===== config.mk =====
export PLATFORM = sky130hd
export DESIGN_NAME = npc_gate_gen
export DESIGN_NICKNAME = d
export VERILOG_FILES = /design/src/rtl/npc_pkg.sv /design/src/rtl/npc_angle_ctr.sv /design/src/rtl/npc_leg_pattern.sv /design/src/rtl/npc_dead_band.sv /design/src/rtl/npc_gate_gen.sv
export SDC_FILE = /design/constraint.sdc
export NUM_CORES = 1
export LEC_CHECK = 0
export ABC_CLOCK_PERIOD_IN_PS = 10100
export BUFFER_PORTS_ARGS = -buffer_cell sky130_fd_sc_hd__clkbuf_2
export CORE_ASPECT_RATIO = 2
export CORE_MARGIN = 5
export CORE_UTILIZATION = 55
export DETAILED_ROUTE_END_ITERATION = 12
export GPL_TIMING_DRIVEN = 0
export HOLD_SLACK_MARGIN = 0.12
export PLACE_DENSITY = 0.75
export SLEW_MARGIN = 10
export SYNTH_ARGS = -nofsm -noshare
export SYNTH_HDL_FRONTEND = slang
export SYNTH_SLANG_ARGS = --single-unit

===== constraint.sdc =====
create_clock -name clk -period 10.1 [get_ports clk]
set_input_delay 0.505 -clock clk [delete_from_list [all_inputs] [get_ports clk]]
set_output_delay 0.505 -clock clk [all_outputs]
set_load 0.005 [all_outputs]

===== src/rtl/npc_pkg.sv =====
package npc_pkg;
   // Level code reported per leg
   typedef enum logic [1:0] {
      LVL_ZERO = 2'b00,
      LVL_POS  = 2'b01,
      LVL_OFF  = 2'b10,
      LVL_NEG  = 2'b11
   } lvl_e;

   localparam int NUM_LEGS = 3;
endpackage


===== src/rtl/npc_angle_ctr.sv =====
module npc_angle_ctr #(
   parameter int CNT_W = 12
) (
   input  logic             clk,
   input  logic             rst,
   input  logic             run,
   input  logic             tick,
   input  logic [CNT_W-1:0] period,
   input  logic [CNT_W-1:0] alpha_in,
   output logic [CNT_W-1:0] cnt,
   output logic [CNT_W-1:0] alpha_q
);
   generate
      if (CNT_W < 4) begin : g_bad_width
         $error("npc_angle_ctr: CNT_W must be at least 4");
      end
   endgenerate

   logic [CNT_W-1:0] cnt_q;
   logic [CNT_W-1:0] lim;
   logic [CNT_W-1:0] a_clamped;
   logic             wrap;

   // quarter cycle is the ceiling for the angle
   assign lim       = period >> 2;
   assign a_clamped = (alpha_in >= lim) ? (lim - 1'b1) : alpha_in;
   assign wrap      = (cnt_q >= (period - 1'b1));

   always_ff @(posedge clk) begin
      if (rst) begin
         cnt_q   <= '0;
         alpha_q <= '0;
      end else if (!run) begin
         cnt_q   <= '0;
         alpha_q <= a_clamped;
      end else if (tick) begin
         if (wrap) begin
            cnt_q   <= '0;
            alpha_q <= a_clamped;
         end else begin
            cnt_q   <= cnt_q + 1'b1;
         end
      end
   end

   assign cnt = cnt_q;

   // counter frozen without a tick
   assert_hold_no_tick_R2: assert property (@(posedge clk) disable iff (rst)
      (run && !tick) |=> (cnt_q == $past(cnt_q)));

   // angle only reloads at the wrap
   assert_alpha_hold_R5: assert property (@(posedge clk) disable iff (rst)
      (run && !(tick && wrap)) |=> (alpha_q == $past(alpha_q)));
endmodule


===== src/rtl/npc_leg_pattern.sv =====
module npc_leg_pattern #(
   parameter int CNT_W = 12,
   parameter int LEG   = 0
) (
   input  logic             clk,
   input  logic             rst,
   input  logic             run,
   input  logic [CNT_W-1:0] cnt,
   input  logic [CNT_W-1:0] alpha,
   input  logic [CNT_W-1:0] period,
   output logic             p_pos,
   output logic             p_neg
);
   generate
      if (LEG < 0 || LEG > 2) begin : g_bad_leg
         $error("npc_leg_pattern: LEG must be 0, 1 or 2");
      end
   endgenerate

   logic [CNT_W-1:0] third;
   logic [CNT_W-1:0] off;
   logic [CNT_W-1:0] half;
   logic [CNT_W:0]   c_w, p_w, o_w, ph_w;
   logic [CNT_W-1:0] phase;
   logic             raw_pos, raw_neg;

   assign third = period / 3;

   // leg offset picked at elaboration
   generate
      if (LEG == 0) begin : g_off0
         assign off = '0;
      end else if (LEG == 1) begin : g_off1
         assign off = third;
      end else begin : g_off2
         assign off = third << 1;
      end
   endgenerate

   assign c_w   = {1'b0, cnt};
   assign p_w   = {1'b0, period};
   assign o_w   = {1'b0, off};
   assign ph_w  = (c_w >= o_w) ? (c_w - o_w) : (c_w + p_w - o_w);
   assign phase = ph_w[CNT_W-1:0];
   assign half  = period >> 1;

   assign raw_pos = (phase >= alpha) && (phase < (half - alpha));
   assign raw_neg = (phase >= (half + alpha)) && (phase < (period - alpha));

   always_ff @(posedge clk) begin
      if (rst || !run) begin
         p_pos <= 1'b0;
         p_neg <= 1'b0;
      end else begin
         p_pos <= raw_pos;
         p_neg <= raw_neg;
      end
   end
endmodule


===== src/rtl/npc_dead_band.sv =====
module npc_dead_band #(
   parameter int DT_W    = 6,
   parameter bit DEAD_EN = 1'b1
) (
   input  logic            clk,
   input  logic            rst,
   input  logic            en,
   input  logic [DT_W-1:0] dead,
   input  logic            pulse,
   output logic            out_hi,
   output logic            out_lo
);
   generate
      if (DT_W < 1) begin : g_bad_dt
         $error("npc_dead_band: DT_W must be at least 1");
      end

      if (DEAD_EN) begin : g_dead
         logic            side_q;
         logic [DT_W-1:0] dc_q;
         logic            match;
         logic [DT_W:0]   dc_next;

         assign match   = (pulse == side_q);
         assign dc_next = {1'b0, dc_q} + 1'b1;

         always_ff @(posedge clk) begin
            if (rst || !en) begin
               side_q <= 1'b0;
               dc_q   <= '0;
            end else if (!match) begin
               if (dc_next >= {1'b0, dead}) begin
                  side_q <= pulse;
                  dc_q   <= '0;
               end else begin
                  dc_q   <= dc_next[DT_W-1:0];
               end
            end else begin
               dc_q <= '0;
            end
         end

         assign out_hi = en &  side_q & match;
         assign out_lo = en & ~side_q & match;

         assert_no_overlap_R10: assert property (@(posedge clk) disable iff (rst)
            !(out_hi && out_lo));

         assert_gates_off_R1: assert property (@(posedge clk) disable iff (rst)
            !en |-> (!out_hi && !out_lo));

         assert_gap_before_hi_R8: assert property (@(posedge clk) disable iff (rst)
            $rose(out_hi) |-> !$past(out_lo));

         assert_gap_before_lo_R8: assert property (@(posedge clk) disable iff (rst)
            $rose(out_lo) |-> !$past(out_hi));
      end else begin : g_plain
         logic unused_in;
         assign unused_in = ^{dead, clk, rst};
         assign out_hi = en &  pulse;
         assign out_lo = en & ~pulse;
      end
   endgenerate
endmodule


===== src/rtl/npc_gate_gen.sv =====
module npc_gate_gen #(
   parameter int CNT_W   = 12,
   parameter int DT_W    = 6,
   parameter bit DEAD_EN = 1'b1
) (
   input  logic             clk,
   input  logic             rst,
   input  logic             tick,
   input  logic             run,
   input  logic [CNT_W-1:0] period,
   input  logic [CNT_W-1:0] alpha,
   input  logic [DT_W-1:0]  dead,
   output logic [2:0]       s1,
   output logic [2:0]       s2,
   output logic [2:0]       s3,
   output logic [2:0]       s4,
   output logic [5:0]       level
);
   import npc_pkg::*;

   localparam int LEGS = NUM_LEGS;

   logic [CNT_W-1:0] cnt;
   logic [CNT_W-1:0] alpha_q;
   logic             en;

   assign en = run & ~rst;

   npc_angle_ctr #(.CNT_W(CNT_W)) u_ctr (
      .clk      (clk),
      .rst      (rst),
      .run      (run),
      .tick     (tick),
      .period   (period),
      .alpha_in (alpha),
      .cnt      (cnt),
      .alpha_q  (alpha_q)
   );

   generate
      for (genvar k = 0; k < LEGS; k++) begin : g_leg
         logic p_pos, p_neg;
         lvl_e lvl;

         npc_leg_pattern #(.CNT_W(CNT_W), .LEG(k)) u_pat (
            .clk    (clk),
            .rst    (rst),
            .run    (run),
            .cnt    (cnt),
            .alpha  (alpha_q),
            .period (period),
            .p_pos  (p_pos),
            .p_neg  (p_neg)
         );

         // upper pulse pair: S1 on the pulse, S3 on its inverse
         npc_dead_band #(.DT_W(DT_W), .DEAD_EN(DEAD_EN)) u_db_top (
            .clk    (clk),
            .rst    (rst),
            .en     (en),
            .dead   (dead),
            .pulse  (p_pos),
            .out_hi (s1[k]),
            .out_lo (s3[k])
         );

         // lower pulse pair: S4 on the pulse, S2 on its inverse
         npc_dead_band #(.DT_W(DT_W), .DEAD_EN(DEAD_EN)) u_db_bot (
            .clk    (clk),
            .rst    (rst),
            .en     (en),
            .dead   (dead),
            .pulse  (p_neg),
            .out_hi (s4[k]),
            .out_lo (s2[k])
         );

         always_comb begin
            if (!en)        lvl = LVL_OFF;
            else if (p_pos) lvl = LVL_POS;
            else if (p_neg) lvl = LVL_NEG;
            else            lvl = LVL_ZERO;
         end

         assign level[2*k+1:2*k] = lvl;
      end
   endgenerate
endmodule


==> results of run 1 <==
[through the flow]
step / util (%) / hold WS [ns]
floorplan: - / 0.4329
global placement: 58.34 / 0.4477
detailed placement: 58.34 / 0.4543
CTS: 61.53 / 0.4681
global route: 62.31 / 0.4895
finish: 62.31 / 0.4624
[Yosys cell counts (4+ instances only)]
cell type | n | share of area, %
fa_1 | 8 | 1.2
buf_2 | 7 | 0.27
xnor2_1 | 93 | 6.3
o21bai_1 | 23 | 1.3
mux2_2 | 10 | 0.87
inv_1 | 115 | 3.3
clkbuf_1 | 26 | 0.75
nand3b_1 | 9 | 0.52
a2111oi_0 | 6 | 0.41
xor2_1 | 39 | 2.6
a211oi_1 | 13 | 0.75
nand4_1 | 26 | 1.3
and3_1 | 14 | 0.68
a21o_1 | 76 | 4.4
nand2_1 | 70 | 2.0
buf_4 | 16 | 0.93
o211ai_1 | 9 | 0.52
o21a_1 | 14 | 0.81
a31oi_1 | 11 | 0.53
or3_1 | 6 | 0.29
nor2b_1 | 59 | 2.9
a21boi_0 | 9 | 0.52
o2111ai_1 | 6 | 0.41
and2_1 | 6 | 0.29
mux2i_1 | 15 | 1.2
buf_1 | 4 | 0.12
ha_1 | 296 | 29
nand3_1 | 55 | 2.1
a211o_1 | 4 | 0.27
o21ai_0 | 87 | 3.4
nand2b_1 | 55 | 2.7
a31o_2 | 4 | 0.27
a21oi_1 | 116 | 4.5
o31ai_1 | 13 | 0.75
dfxtp_1 | 72 | 11
nor2_1 | 111 | 3.2
nor3_1 | 26 | 1.0
[cell families after synthesis]
logic type / after synthesis / synth area share [%]
and+or+nand+nor: 465 / 18.98
AOI/OAI and AO/OA: 445 / 23.51
DFF: 72 / 11.13
muxes: 25 / 2.029
xor gates and xnor gates: 132 / 8.929
buffers and inverters: 172 / 5.576
adders and majority gates: 304 / 29.84
[state kept, by name (all words and copies together) (netlist names)]
signal,flops
g_leg.u_db_top.g_dead.dc_q,18
g_leg.u_db_bot.g_dead.side_q,3
g_leg.u_db_bot.g_dead.dc_q,18
u_ctr.cnt,12
g_leg.u_db_top.g_dead.side_q,3
g_leg.u_pat.p_pos,3
g_leg.u_pat.p_neg,3
u_ctr.alpha_q,12
[layout make-up]
class	instances	share of cell area, %
clock buffer	10	1.651
buffer	51	1.911
tap	283	2.447
multi-input combinational	1371	76.47
inverter	118	3.060
clock inverter	5	0.5619
sequential	72	9.959
timing repair buffer	88	3.942
[layer usage]
metal | vias to the layer above | part of all wire [%] | track usage (%) | routed length (µm)
li1 | 6033 | - | - | -
met1 | 5859 | 31 | 25.38 | 13340
met2 | 450 | 53 | 60.01 | 22610
met3 | 269 | 3.4 | 3.158 | 1455
met4 | 0 | 12 | 31.53 | 5261
met5 | - | 0 | 0 | 0
[timing repair]
item / CTS / global route
setup buffers: 26 / 12
pin swaps: 21 / 18
gates resized for setup: 42 / 24
endpoints found under the setup margin: 4 / 4
[where the power goes]
| group | switching (W) | internal [W] | leakage (nW) |
|---|---|---|---|
| sequential | 0.00000993 | 0.000291 | 0.582 |
| clock | 0.000129 | 0.000222 | 0.155 |
| combinational | 0.000646 | 0.000465 | 6.26 |
| total | 0.000784 | 0.000978 | 7.00 |
[worst max-delay path, delay by kind of cell]
kind / cells / cell delay (ns)
AO/OA/AOI/OAI: 24 / 5.19
AND/OR/NAND/NOR: 8 / 1.27
buffers and inverters: 5 / 1.27
adder cells (fa/ha/maj): 3 / 0.87
multiplexers: 2 / 0.49
XOR/XNOR: 2 / 0.44
[worst max-delay path by stage]
stage | start | to | slack [ns] | cells past startpoint
finish | period[11] | g_leg[1].u_pat.p_pos | 0.24 | 44
global route | period[11] | g_leg[2].u_pat.p_pos | 0.05 | 45
CTS | period[10] | g_leg[1].u_pat.p_pos | 0.02 | 49
global placement | period[10] | g_leg[1].u_pat.p_pos | -2.54 | 48
detailed placement | period[10] | g_leg[1].u_pat.p_pos | -2.57 | 48
floorplan | period[10] | g_leg[1].u_pat.p_neg | 0.57 | 47
==> flow_summary_export.csv, run 1 <==
group,metric,value,unit
run,max_cap_violations,0,
cells_and_area,multi_input_area,11070,µm²
placed_design,gp_congestion,0.9846,
worst_setup_path,worst_setup_path_end_kind,"flip-flop",
floorplan,fp-row-count,79,
clock_tree,holdBufCountCts,0,
status,status,"finished, final reports clean",
floorplan,fp.dieW,118.5,µm
clock_tree,clk_latency,0.35,ns
clock_tree,cts-htree-levels,3,
timing,finalCriticalPeriod,9.861,ns
timing,layout_setup_ws,0.2389,ns
placed_design,dp_slack,-2.573,ns
timing,final_hold_viol_count,0,
worst_setup_path,crit_required,10.33,ns
timing,worst_clock_skew,0.007158,ns
placed_design,place_hpwl,34660,µm
grt,first_global_vias,13060,
hold_path,hp-class,"reg -> reg",
yosys,ys.flop_type,"dfxtp_1",
cells_and_area,nets,2049,
drt,finalWirelength,42670,µm
yosys,async_reset_ff_share,0,%
yosys,synth_warnings,0,
worst_setup_path,cpPeakStageDelay,0.58,ns
worst_setup_path,cp_slowest_cell,"clkbuf_1",
placed_design,port_buffers,50,
worst_setup_path,crit_top_cell,"a21o_1",
floorplan,dieArea,26890,µm²
yosys,ys_seq_area_share,11.13,%
clock_tree,cts_tree,"yes",
cells_and_area,final_cell_mix,"ha_1, inv_1, a21oi_1, nor2_1, xnor2_1",
timing,worst_pin_slew,1.123,ns
grt,grt_max_degree,18,
drt,initialDrtViolationCount,591,
pwr,finalPower,0.001762,W
worst_setup_path,cp.arrival,10.09,ns
clock_tree,clk_path_buf_depth,2,
yosys,synth_fp_nets,1953,
floorplan,core,23230,µm²
cells_and_area,n_antenna_cell,0,
timing,drv_slew,0,
yosys,post_synth.cell_area_avg,8.017,µm²
cells_and_area,seq_area,1441,µm²
timing,finalCritPeriodShare,97.63,%
worst_setup_path,rr_startpoint,"u_ctr.cnt[0]",
timing,slew-limit-headroom,24.31,%
drt,drc,0,
timing,tns,0,ns
drt,vias_per_cell,6.312,
hold_path,hold_start,"g_leg[2].u_db_bot.g_dead.dc_q[0]",
grt,grt_pass1_wl,65000,µm
yosys,ys_ff_latch,72,
worst_setup_path,ff2ff_path_depth,30,
worst_setup_path,crit_type,"in -> reg",
worst_setup_path,cp_max_fo,11,
pwr,peakVddDrop,0.1459,mV
clock_tree,clkTransAtPathRegs,0.06,ns
yosys,synth_edf_count,0,
drt,drt-wirelength-per-cell,21.36,µm
cells_and_area,area_growth,11.78,%
floorplan,ioPinCount,52,
timing,rsz0062_at_grt,"false",
drt,ant_nets,0,
placed_design,placedCellCount,1948,
hold_path,whs_path_depth,1,
yosys,netlist_instances,1615,
drt,via_count,12610,
floorplan,start_util,55.74,%
grt,grt_antenna_before_repair,0,
clock_tree,cts_root_buf,"clkbuf_16",
hold_path,min_to,"g_leg[2].u_db_bot.g_dead.dc_q[0]",
cells_and_area,drive_above_1_share,12.30,%
clock_tree,cts.sinks,72,
worst_setup_path,rr_endpoint,"g_leg[1].u_pat.p_pos",
cells_and_area,fill_cells,2073,
grt,overflow,0,
drt,dr.pass1.iters,5,
pwr,powerDensity,121.8,nW/µm²
cells_and_area,final_common_cell,"ha_1",
cells_and_area,fin_cells,1998,
floorplan,fp.dieH,227.0,µm
cells_and_area,stdcell_area,14470,µm²
grt,gr-usage-all-layers,30.74,%
pwr,p_leak,7.000,nW
timing,setup_violations,0,
yosys,ys_types,92,
clock_tree,numCtsBuffers,9,
worst_setup_path,rrSetupSlack,3.54,ns
placed_design,placed_area,13550,µm²
yosys,synth.cell_area,12950,µm²
worst_setup_path,startpoint_type,"input pin",
timing,timing.fmax,101.4,MHz
(Power assumes the default switching activity.)
==> inputs of run 2 (changes only) <==
==> constraint.sdc (replaced) <==
create_clock -name clk -period 10.1 [get_ports clk]
set_input_delay 1.01 -clock clk [delete_from_list [all_inputs] [get_ports clk]]
set_output_delay 1.01 -clock clk [all_outputs]
set_load 0.005 [all_outputs]
==> flow_summary_export.csv, run 2 (synthesis results as in run 1) <==
group,metric,value,unit
cells_and_area,final_cell_mix,"ha_1, inv_1, nor2_1, a21oi_1, xnor2_1",
worst_setup_path,cpPeakStageDelay,0.48,ns
cells_and_area,nets,2063,
clock_tree,clkTransAtPathRegs,0.06,ns
clock_tree,cts-htree-levels,3,
worst_setup_path,crit_top_cell,"a21o_1",
worst_setup_path,worst_setup_path_end_kind,"flip-flop",
timing,finalCritPeriodShare,98.79,%
drt,vias_per_cell,6.303,
worst_setup_path,crit_path_end,"g_leg[1].u_pat.p_neg",
grt,grt_max_degree,15,
cells_and_area,drive_above_1_share,14.29,%
clock_tree,cts.sinks,72,
placed_design,gp_congestion,0.9846,
drt,dr.pass1.iters,5,
floorplan,dieArea,26890,µm²
run,max_cap_violations,0,
placed_design,placed_area,13550,µm²
timing,slew-limit-headroom,24.56,%
drt,drt-wirelength-per-cell,21.28,µm
clock_tree,cts_tree,"yes",
hold_path,hp-class,"reg -> reg",
cells_and_area,stdcell_area,14750,µm²
timing,setup_violations,0,
worst_setup_path,rr_endpoint,"g_leg[2].u_pat.p_pos",
placed_design,placedCellCount,1948,
grt,grt_pass1_wl,65580,µm
timing,drv_slew,0,
floorplan,ioPinCount,52,
floorplan,fp.dieW,118.5,µm
drt,initialDrtViolationCount,568,
worst_setup_path,cp-startpoint,"period[11]",
floorplan,core,23230,µm²
floorplan,fp-row-count,79,
worst_setup_path,crit_required,10.33,ns
timing,worst_pin_slew,1.120,ns
cells_and_area,fin_cells,2012,
worst_setup_path,rrSetupSlack,3.56,ns
grt,first_global_vias,13130,
pwr,powerDensity,122.2,nW/µm²
clock_tree,clk_path_buf_depth,2,
worst_setup_path,startpoint_type,"input pin",
timing,worst_clock_skew,0.009223,ns
grt,overflow,0,
worst_setup_path,cp_max_fo,11,
pwr,p_leak,7.140,nW
worst_setup_path,cp.arrival,10.21,ns
timing,layout_setup_ws,0.1218,ns
drt,drc,0,
grt,grt_antenna_before_repair,0,
grt,gr-usage-all-layers,31.01,%
timing,final_hold_viol_count,0,
timing,finalCriticalPeriod,9.978,ns
cells_and_area,n_antenna_cell,0,
floorplan,start_util,55.74,%
placed_design,dp_slack,-3.078,ns
clock_tree,clk_latency,0.35,ns
floorplan,fp.dieH,227.0,µm
worst_setup_path,cp_slowest_cell,"a2111o_1",
clock_tree,cts_root_buf,"clkbuf_16",
placed_design,port_buffers,50,
worst_setup_path,rr_startpoint,"u_ctr.cnt[1]",
cells_and_area,final_common_cell,"ha_1",
cells_and_area,top_regs,"g_leg.u_db_bot.g_dead.dc_q x18, g_leg.u_db_top.g_dead.dc_q x18",
worst_setup_path,ff2ff_path_depth,25,
cells_and_area,final_util,63.48,%
status,status,"finished, final reports clean",
timing,timing.fmax,100.2,MHz
drt,ant_nets,0,
cells_and_area,area_growth,13.89,%
clock_tree,holdBufCountCts,0,
placed_design,place_hpwl,34660,µm
hold_path,hold_start,"g_leg[2].u_db_bot.g_dead.dc_q[0]",
worst_setup_path,crit_type,"in -> reg",
drt,via_count,12680,
drt,finalWirelength,42820,µm
clock_tree,numCtsBuffers,9,
pwr,peakVddDrop,0.1460,mV
timing,whs,0.4620,ns
## run 2: worst min-delay path by stage
stage / end / cells after the start
final: g_leg[2].u_db_bot.g_dead.dc_q[0] / 1
after global routing: g_leg[2].u_db_bot.g_dead.dc_q[0] / 1
after CTS: g_leg[2].u_db_bot.g_dead.dc_q[0] / 1
after detailed placement: g_leg[2].u_db_bot.g_dead.dc_q[0] / 1
after global placement: g_leg[2].u_db_top.g_dead.dc_q[0] / 1
after floorplan: g_leg[0].u_db_bot.g_dead.dc_q[0] / 1
## run 2: critical path: cells and delay by family
kind / cells / cell delay, ns
AO/OA/AOI/OAI: 26 / 5.55
AND/OR/NAND/NOR: 8 / 1.02
adder cells (fa/ha/maj): 4 / 1.11
buffers and inverters: 6 / 0.94
multiplexers: 2 / 0.34
XOR/XNOR: 1 / 0.20
## run 2: area by class of cell
| cell class | instances | area (µm²) |
|---|---|---|
| buffer | 51 | 286.5 |
| sequential | 72 | 1441 |
| fill | 2036 | 8483 |
| clock buffer | 10 | 239.0 |
| inverter | 118 | 442.9 |
| clock inverter | 5 | 81.33 |
| tap | 283 | 354.1 |
| multi-input combinational | 1371 | 11220 |
| timing repair buffer | 102 | 683.2 |
## run 2: report_power, final
part           switching [W]  total, W  internal (W)
logic               0.000662   0.00115      0.000488
clock network       0.000129  0.000351      0.000222
registers          0.0000101  0.000301      0.000291
total               0.000801   0.00180       0.00100
## run 2: metal layers
metal / up-vias / track usage (%) / share of wire, %
li1: 6058 / - / -
met1: 5882 / 25.46 / 30
met2: 469 / 60.39 / 53
met3: 273 / 3.307 / 3.7
met4: 0 / 32.33 / 13
met5: - / 0 / 0
## run 2: stage by stage
| stage | TNS (ns) | power [W] |
|---|---|---|
| floorplan | 0 | 0.001036 |
| global placement | -10.33 | 0.001302 |
| detailed placement | -10.71 | 0.001332 |
| CTS | 0 | 0.001756 |
| global route | -0.1854 | 0.001947 |
| finish | 0 | 0.001803 |
## run 2: repair_timing
action | 4_1_cts | 5_1_grt
cloned | 0 | 0
gates resized for setup | 81 | 33
endpoints found under the setup margin | 4 | 4
pin swaps | 40 | 47
setup buffers | 40 | 12
